File: config.mk
export PLATFORM = sky130hd
export DESIGN_NAME = ifctl_regbank
export DESIGN_NICKNAME = d
export VERILOG_FILES = /design/src/rtl/ifctl_pkg.sv /design/src/rtl/ifctl_sync.sv /design/src/rtl/ifctl_addr_dec.sv /design/src/rtl/ifctl_reg.sv /design/src/rtl/ifctl_regbank.sv
export SDC_FILE = /design/constraint.sdc
export NUM_CORES = 1
export LEC_CHECK = 0
export BUFFER_PORTS_ARGS = -buffer_cell sky130_fd_sc_hd__clkbuf_2
export CORE_UTILIZATION = 40
export CTS_CLUSTER_SIZE = 10
export DETAILED_ROUTE_END_ITERATION = 7
export HOLD_SLACK_MARGIN = 0.1
export SYNTH_ARGS = -nofsm -noshare
export SYNTH_HDL_FRONTEND = slang
export SYNTH_SLANG_ARGS = --single-unit
File: constraint.sdc
create_clock -name clk -period 1.51 [get_ports clk]
set_input_delay 0.151 -clock clk [delete_from_list [all_inputs] [get_ports clk]]
set_output_delay 0.151 -clock clk [all_outputs]
set_load 0.01 [all_outputs]
File: src/rtl/ifctl_pkg.sv
package ifctl_pkg;

   localparam int NUM_SLOTS      = 4;
   localparam int BW_SEL_W       = 5;
   localparam int BW_DUMP_BIT    = 5;
   localparam int BW_BFO_BIT     = 7;
   localparam int REGB_ISB_BIT   = 0;
   localparam int REGB_MGAIN_BIT = 1;

   typedef enum logic [1:0] {
      SLOT_CLO = 2'd0,
      SLOT_BW  = 2'd1,
      SLOT_B   = 2'd2,
      SLOT_CHI = 2'd3
   } slot_e;

   // Decode code that feeds each storage slot (sparse map)
   function automatic int slot_code(input int slot);
      case (slot)
         0:       return 0;
         1:       return 1;
         2:       return 2;
         default: return 7;
      endcase
   endfunction

endpackage

File: src/rtl/ifctl_sync.sv
module ifctl_sync #(
   parameter int             W       = 1,
   parameter int             STAGES  = 2,
   parameter logic [W-1:0]   RST_VAL = '0
) (
   input  logic         clk,
   input  logic         rst,
   input  logic [W-1:0] d,
   output logic [W-1:0] q
);

   logic [STAGES-1:0][W-1:0] chain;

   always_ff @(posedge clk) begin
      if (rst) begin
         for (int i = 0; i < STAGES; i++) chain[i] <= RST_VAL;
      end else begin
         chain[0] <= d;
         for (int i = 1; i < STAGES; i++) chain[i] <= chain[i-1];
      end
   end

   assign q = chain[STAGES-1];

endmodule

File: src/rtl/ifctl_addr_dec.sv
module ifctl_addr_dec #(
   parameter int ADDR_BITS = 3,
   parameter int DATA_W    = 8,
   localparam int NCODES   = 1 << ADDR_BITS
) (
   input  logic              clk,
   input  logic              rst,
   input  logic              ale_s,
   input  logic              wr_s,
   input  logic [DATA_W-1:0] bus_s,
   output logic [NCODES-1:0] load
);

   logic [ADDR_BITS-1:0] addr_q;
   logic                 addr_valid;
   logic [NCODES-1:0]    sel_n;
   logic [NCODES-1:0]    sel_n_prev;
   logic                 dec_en;
   logic                 unused_hi_bits;

   // Address capture: follows the bus while the strobe is high, holds after
   always_ff @(posedge clk) begin
      if (rst) begin
         addr_q     <= '0;
         addr_valid <= 1'b0;
      end else if (ale_s) begin
         addr_q     <= bus_s[ADDR_BITS-1:0];
         addr_valid <= 1'b1;
      end
   end

   generate
      if (DATA_W > ADDR_BITS) begin : g_hi
         assign unused_hi_bits = ^bus_s[DATA_W-1:ADDR_BITS];
      end else begin : g_nohi
         assign unused_hi_bits = 1'b0;
      end
   endgenerate

   // Decoder enabled only while the write strobe is low
   assign dec_en = ~wr_s & addr_valid;

   generate
      for (genvar c = 0; c < NCODES; c++) begin : g_dec
         assign sel_n[c] = ~(dec_en && (addr_q == c[ADDR_BITS-1:0]));
      end
   endgenerate

   always_ff @(posedge clk) begin
      if (rst) sel_n_prev <= '1;
      else     sel_n_prev <= sel_n;
   end

   // Trailing (rising) edge of a select line commits the write
   assign load = sel_n & ~sel_n_prev;

endmodule

File: src/rtl/ifctl_reg.sv
module ifctl_reg #(
   parameter int DATA_W = 8
) (
   input  logic              clk,
   input  logic              rst,
   input  logic              load,
   input  logic [DATA_W-1:0] d,
   output logic [DATA_W-1:0] q
);

   always_ff @(posedge clk) begin
      if (rst)       q <= '0;
      else if (load) q <= d;
   end

endmodule

File: src/rtl/ifctl_regbank.sv
module ifctl_regbank
   import ifctl_pkg::*;
#(
   parameter int DATA_W      = 8,
   parameter int ADDR_BITS   = 3,
   parameter int SYNC_STAGES = 2
) (
   input  logic              clk,
   input  logic              rst,
   input  logic [DATA_W-1:0] bus_ad,
   input  logic              ale,
   input  logic              wr_n,
   output logic [DATA_W-1:0] ctl_lo_q,
   output logic [DATA_W-1:0] bw_q,
   output logic [DATA_W-1:0] regb_q,
   output logic [DATA_W-1:0] ctl_hi_q,
   output logic [4:0]        bw_sel,
   output logic              agc_dump,
   output logic              bfo_inhibit,
   output logic              isb_route,
   output logic              man_gain_sel
);

   localparam int NCODES = 1 << ADDR_BITS;

   generate
      if (DATA_W < 8) begin : g_bad_width
         $error("ifctl_regbank: DATA_W must be at least 8");
      end
      if (ADDR_BITS < 3) begin : g_bad_addr
         $error("ifctl_regbank: ADDR_BITS must reach decode code 7");
      end
      if (SYNC_STAGES < 2) begin : g_bad_sync
         $error("ifctl_regbank: SYNC_STAGES must be at least 2");
      end
   endgenerate

   logic              ale_s;
   logic              wr_s;
   logic [DATA_W-1:0] bus_s;
   logic [NCODES-1:0] load;
   logic [NCODES-1:0] mapped;
   logic [DATA_W-1:0] word_q [NUM_SLOTS];
   logic              unused_loads;
   logic [DATA_W-1:0] unused_word_bits;

   ifctl_sync #(.W(1), .STAGES(SYNC_STAGES), .RST_VAL(1'b0)) u_sync_ale (
      .clk(clk), .rst(rst), .d(ale), .q(ale_s));

   ifctl_sync #(.W(1), .STAGES(SYNC_STAGES), .RST_VAL(1'b1)) u_sync_wr (
      .clk(clk), .rst(rst), .d(wr_n), .q(wr_s));

   // Bus delayed by the same depth so it lines up with the strobes
   ifctl_sync #(.W(DATA_W), .STAGES(SYNC_STAGES), .RST_VAL('0)) u_sync_bus (
      .clk(clk), .rst(rst), .d(bus_ad), .q(bus_s));

   ifctl_addr_dec #(.ADDR_BITS(ADDR_BITS), .DATA_W(DATA_W)) u_dec (
      .clk(clk), .rst(rst), .ale_s(ale_s), .wr_s(wr_s), .bus_s(bus_s),
      .load(load));

   generate
      for (genvar s = 0; s < NUM_SLOTS; s++) begin : g_slot
         localparam int CODE = slot_code(s);
         assign mapped[CODE] = 1'b1;
         ifctl_reg #(.DATA_W(DATA_W)) u_reg (
            .clk(clk), .rst(rst), .load(load[CODE]), .d(bus_s),
            .q(word_q[s]));
      end
      for (genvar c = 0; c < NCODES; c++) begin : g_map
         if (c != 0 && c != 1 && c != 2 && c != 7) begin : g_un
            assign mapped[c] = 1'b0;
         end
      end
   endgenerate

   // Codes outside the map decode but store nothing
   assign unused_loads = |(load & ~mapped);

   assign ctl_lo_q = word_q[SLOT_CLO];
   assign bw_q     = word_q[SLOT_BW];
   assign regb_q   = word_q[SLOT_B];
   assign ctl_hi_q = word_q[SLOT_CHI];

   assign bw_sel       = bw_q[BW_SEL_W-1:0];
   assign agc_dump     = bw_q[BW_DUMP_BIT];
   assign bfo_inhibit  = bw_q[BW_BFO_BIT];
   assign isb_route    = regb_q[REGB_ISB_BIT];
   assign man_gain_sel = regb_q[REGB_MGAIN_BIT];

   assign unused_word_bits = bw_q & regb_q;

endmodule

Word level (Yosys, flattened, before mapping) --
Cells that the tools add are included.
Cells by class: add/sub/neg operators 0, $mul 0, divide/modulo/power cells 0, $lt $le $gt $ge 0, equality and inequality tests 7, shifts and indexed selects 0, muxes and demuxes 0, bitwise operators 12, reductions and logical operators 9
Operators by type and width (number):
- $eq 3x3->1 const B | 4
- $not 1->1 | 9
- $and 8x8->8 | 1
- $logic_and 1x1->1 | 8
- $not 8->8 | 1
- $eq 3x2->1 const B | 2
- $eq 3x1->1 const B | 1
- $logic_not 3->1 | 1
- $and 1x1->1 | 1
Word-level totals: register bits after elaboration 64, bits in latches 0, memory bits (writable) 0, ROM bits 0, input bits 12, output and inout port bits 41, logic and storage cells 41, memories kept 0

Depth between registers and ports, before layout --
depth in word-level cells 5, mapped depth 6, mapped depth without buffers 3

Modules after synthesis --
Synthesis repeated with hierarchy kept, for this count alone.
Unflattened totals: cell total of the unflattened synthesis 210, area, all modules 2313.5 µm²
Modules (own cells, without submodules):
- ifctl_reg | times used 4, cells each 26, area an instance 285.3 µm², sequential area each 160.2 µm²
- ifctl_sync at u_sync_bus | times used 1, cells each 41, area an instance 524.3 µm², sequential area each 320.3 µm²
- ifctl_addr_dec | times used 1, cells each 48, area an instance 475.5 µm², sequential area each 240.2 µm²
- ifctl_sync at u_sync_ale ... | times used 2, cells each 4, area an instance 52.6 µm², sequential area each 40.0 µm²
- ifctl_regbank | times used 1, cells each 9, area an instance 67.6 µm², sequential area each 0.0 µm²

Least setup slack after synthesis --
Ideal clock, no wire load.
kind register -> register, from reg u_dec.addr_q[0], to reg g_slot[2].u_reg.q[7], setup time 95 ps, arrival 1084 ps, required time 1415 ps, slack 330 ps, stages on the path, launching flop included 7, buffers on the path 3, clock period less this slack 1180 ps, cell sequence dfxtp_1 > buf_4 > nor2b_1 > buf_2 > buf_4 > o31a_1 > o311ai_1
Between the ends: longest elaborated chain between the ends 4
RTL lines:
- from (decl) | line ifctl_addr_dec.sv:14 | logic [ADDR_BITS-1:0] addr_q;
- from (signal assigned) | line ifctl_addr_dec.sv:27 | addr_q <= bus_s[ADDR_BITS-1:0];
- $eq 3x2->1 | line ifctl_addr_dec.sv:45 | assign sel_n[c] = ~(dec_en && (addr_q == c[ADDR_BITS-1:0]));
- $logic_and 1x1->1 | line ifctl_addr_dec.sv:45
- $not 1->1 | line ifctl_addr_dec.sv:45
- $and 8x8->8 | line ifctl_addr_dec.sv:55 | assign load = sel_n & ~sel_n_prev;
- to (signal assigned) | line ifctl_reg.sv:12 | if (rst) q <= '0;
- to (signal assigned) | line ifctl_reg.sv:13 | else if (load) q <= d;
- to (decl) | line ifctl_reg.sv:8 | output logic [DATA_W-1:0] q
No other way between the ends. A chain may end at the register's enable or synchronous reset.

Final worst setup path --
from reg u_dec.sel_n_prev[2], to reg g_slot[2].u_reg.q[4]
Between the ends: longest elaborated chain between the ends 2
RTL lines:
- from (decl) | line ifctl_addr_dec.sv:17 | logic [NCODES-1:0] sel_n_prev;
- from (signal assigned) | line ifctl_addr_dec.sv:51 | else sel_n_prev <= sel_n;
- $not 8->8 | line ifctl_addr_dec.sv:55
- $and 8x8->8 | line ifctl_addr_dec.sv:55
No other way between the ends.

==> flow_metrics.py <==
metrics = {
    "synthesis": {
        "synth.avg_cell_area_um2": 9.48,
        "seq_area_frac_synth_pct": 40.7,
        "syn_inst": 311,
        "netlist_top_cells_area": "dfxtp_1 41%, nand4b_1 7.1%, o31a_1 4.8%, nand3b_1 4.3%, nor2b_1 4.2%",
        "yosysWarnings": 0,
        "synth_area_um2": 2950,
        "yosysTopAreaCellShare_pct": 40.7,
        "ys_types": 28,
        "synth_top_area_cell": "dfxtp_1",
        "synth_nets": 323,
        "synth-seq-cells": 60,
    },
    "timing": {
        "setup_ws_ns": 0.244,
        "worstMarginPinSlew_ns": 0.692,
        "setup_viol": 0,
        "grt_setup_unrepaired": "false",
        "fin_crit_ns": 1.27,
        "report.final.slew_viol_count": 0,
        "period_share_pct": 83.8,
        "tns_ns": 0,
        "fin_skew_ns": 0.0106,
        "hold_viol": 0,
        "slew_headroom_pct": 53.8,
        "max_freq_mhz": 790,
        "finalHoldWorstSlack_ns": 0.156,
    },
    "finish": {
        "most-common-layout-cells": "60 x dfxtp_1, 51 x clkbuf_2, 24 x nand4b_1",
        "finalNetCount": 374,
        "area_delta_synth_final_pct": 20.8,
        "utilization_pct": 51.3,
        "final_common_cell": "dfxtp_1",
        "fin_area_um2": 3560,
        "drive_gt1_share_pct": 25.1,
        "finalNonFillerCells": 463,
        "antenna_cells": 0,
    },
    "power_and_ir_drop": {
        "ir_worst_vdd_v": 0.000452,
        "leakage_nw": 1.35,
        "finalPower_mw": 3.27,
        "p_per_area_nw_per_um2": 918,
    },
    "floorplanning": {
        "initial_core_util_pct": 42.5,
        "ios": 53,
        "die_w_um": 87.9,
        "core-area_um2": 6940,
        "die_h_um": 87.9,
        "core.rowCount": 30,
        "die_area_um2": 7720,
    },
    "global_route": {
        "grtUsageTotal_pct": 19.4,
        "grt_pass1_vias": 2295,
        "gr-total-overflow": 0,
        "antenna_found_initial": 0,
        "grt_pass1_wl_um": 11300,
        "grt_max_degree": 42,
    },
    "critical_path": {
        "worstPathArrival_ns": 1.45,
        "endpoint_kind": "flop",
        "critPathMaxFanout": 24,
        "startpoint_type": "flop",
        "critical_path.max_stage_delay_ns": 0.77,
        "slowest_stage": "dfxtp_1",
        "required_ns": 1.69,
        "path_cells": "o31a_1 > o311ai_0",
        "crit_type": "flop to flop",
    },
    "route": {
        "vias": 2502,
        "drt_iter0_markers": 122,
        "drc": 0,
        "avgRoutedWirePerCell_um": 14.8,
        "wl_um": 6860,
        "viasPerCell": 5.40,
        "drtPass1Iterations": 4,
        "ant_nets": 0,
    },
    "cts": {
        "path_clk_slew_ns": 0.08,
        "cts_root_buffer": "clkbuf_8",
        "clockBufferDepth": 2,
        "cts_tree": "built",
        "cts_sinks": 60,
        "htreeDepth": 3,
        "insertion_delay_ns": 0.34,
        "cts_buffers": 9,
    },
    "place": {
        "port_buffers": 52,
        "placed_area_um2": 3260,
        "dp_hpwl_um": 4510,
        "place_ws_ns": 0.254,
        "placed_cells": 437,
        "routabilityCongestion": 0.741,
    },
    "job": {
        "cap_viol_max_count": 0,
    },
    "run_status": {
        "status": "finished, final reports clean",
    },
    "worst_hold_path": {
        "hold_path_class": "input port to flop",
    },
}
==> registers in the layout (all words and copies together), names as in the netlist, 3 cells and up <==
name / flops
g_slot.u_reg.q: 32
u_dec.sel_n_prev: 4
u_dec.addr_q: 3
u_sync_bus.chain: 8
u_sync_bus.q: 8
==> cell families (layout without fill, tap and decap cells) <==
kind of cell,after synthesis,count (layout),synth area share [%]
AOI/OAI and AO/OA,56,56,16.3
DFF,60,60,40.7
muxes,3,3,1.02
buffers and inverters,50,106,9.25
and+or+nand+nor,142,142,32.7
==> final cells by class <==
cell class / instances / area (µm²)
timing repair buffer: 82 / 536
multi-input combinational: 201 / 1480
tap: 96 / 120
inverter: 8 / 30.0
clock inverter: 7 / 76.3
fill: 677 / 3380
sequential: 60 / 1200
clock buffer: 9 / 124
==> Yosys cell counts <==
| cell type | instances |
|---|---|
| o32a_1 | 8 |
| clkbuf_1 | 14 |
| buf_2 | 11 |
| inv_1 | 8 |
| and3_1 | 1 |
| nand2b_1 | 17 |
| nor3b_2 | 1 |
| o311ai_0 | 10 |
| nand3b_1 | 17 |
| nor3b_1 | 8 |
| o31a_1 | 16 |
| nand2_1 | 17 |
| nand3_1 | 9 |
| or4_1 | 8 |
| nand4b_1 | 24 |
| mux2i_1 | 3 |
| dfxtp_1 | 60 |
| buf_6 | 3 |
| a31oi_1 | 8 |
| and3b_1 | 9 |
| buf_4 | 13 |
| or2_2 | 2 |
| buf_1 | 1 |
| nor2b_1 | 20 |
| nor4b_4 | 1 |
| nor2_1 | 7 |
| or2_1 | 1 |
| o311ai_1 | 14 |
==> metal layers <==
metal,part of all wire (%),global-route usage [%],vias to the layer above
li1,-,-,1261
met1,48,25.3,1178
met4,1.7,8.49,0
met5,0,0,-
met2,46,30.2,53
met3,4.3,5.18,10
==> path summary, 6_finish.rpt <==
kind                                                      from                                end  slack, ns  cells past startpoint
worst max-delay path            u_dec.sel_n_prev[2]$_SDFF_PP1_  g_slot[2].u_reg.q[4]$_SDFFE_PP0P_       0.24                      2
worst min-delay path                                       rst      u_dec.addr_valid$_SDFFE_PP0P_       0.16                      2
worst max register to register  u_dec.sel_n_prev[2]$_SDFF_PP1_  g_slot[2].u_reg.q[4]$_SDFFE_PP0P_       0.24                      2
worst min register to register   u_sync_wr.chain[0]$_SDFF_PP1_             u_sync_wr.q$_SDFF_PP1_       0.41                      1
==> where the power goes <==
group	internal, mW	switching, mW
registers	1.61	0.0257
logic	0.0898	0.0755
clock network	0.769	0.701
total	2.47	0.802
==> critical path, delay by kind of cell, from the launching register on <==
| family | cells | cell delay (ns) |
|---|---|---|
| flip-flops | 1 | 0.77 |
| AO/OA/AOI/OAI | 2 | 0.34 |
==> repair_timing <==
action                                 CTS  global route
hold buffers                            10             0
gates resized for setup                  0             0
endpoints found under the hold margin   10             0
setup buffers                            0             0
Power figures use the tool's default switching activity.
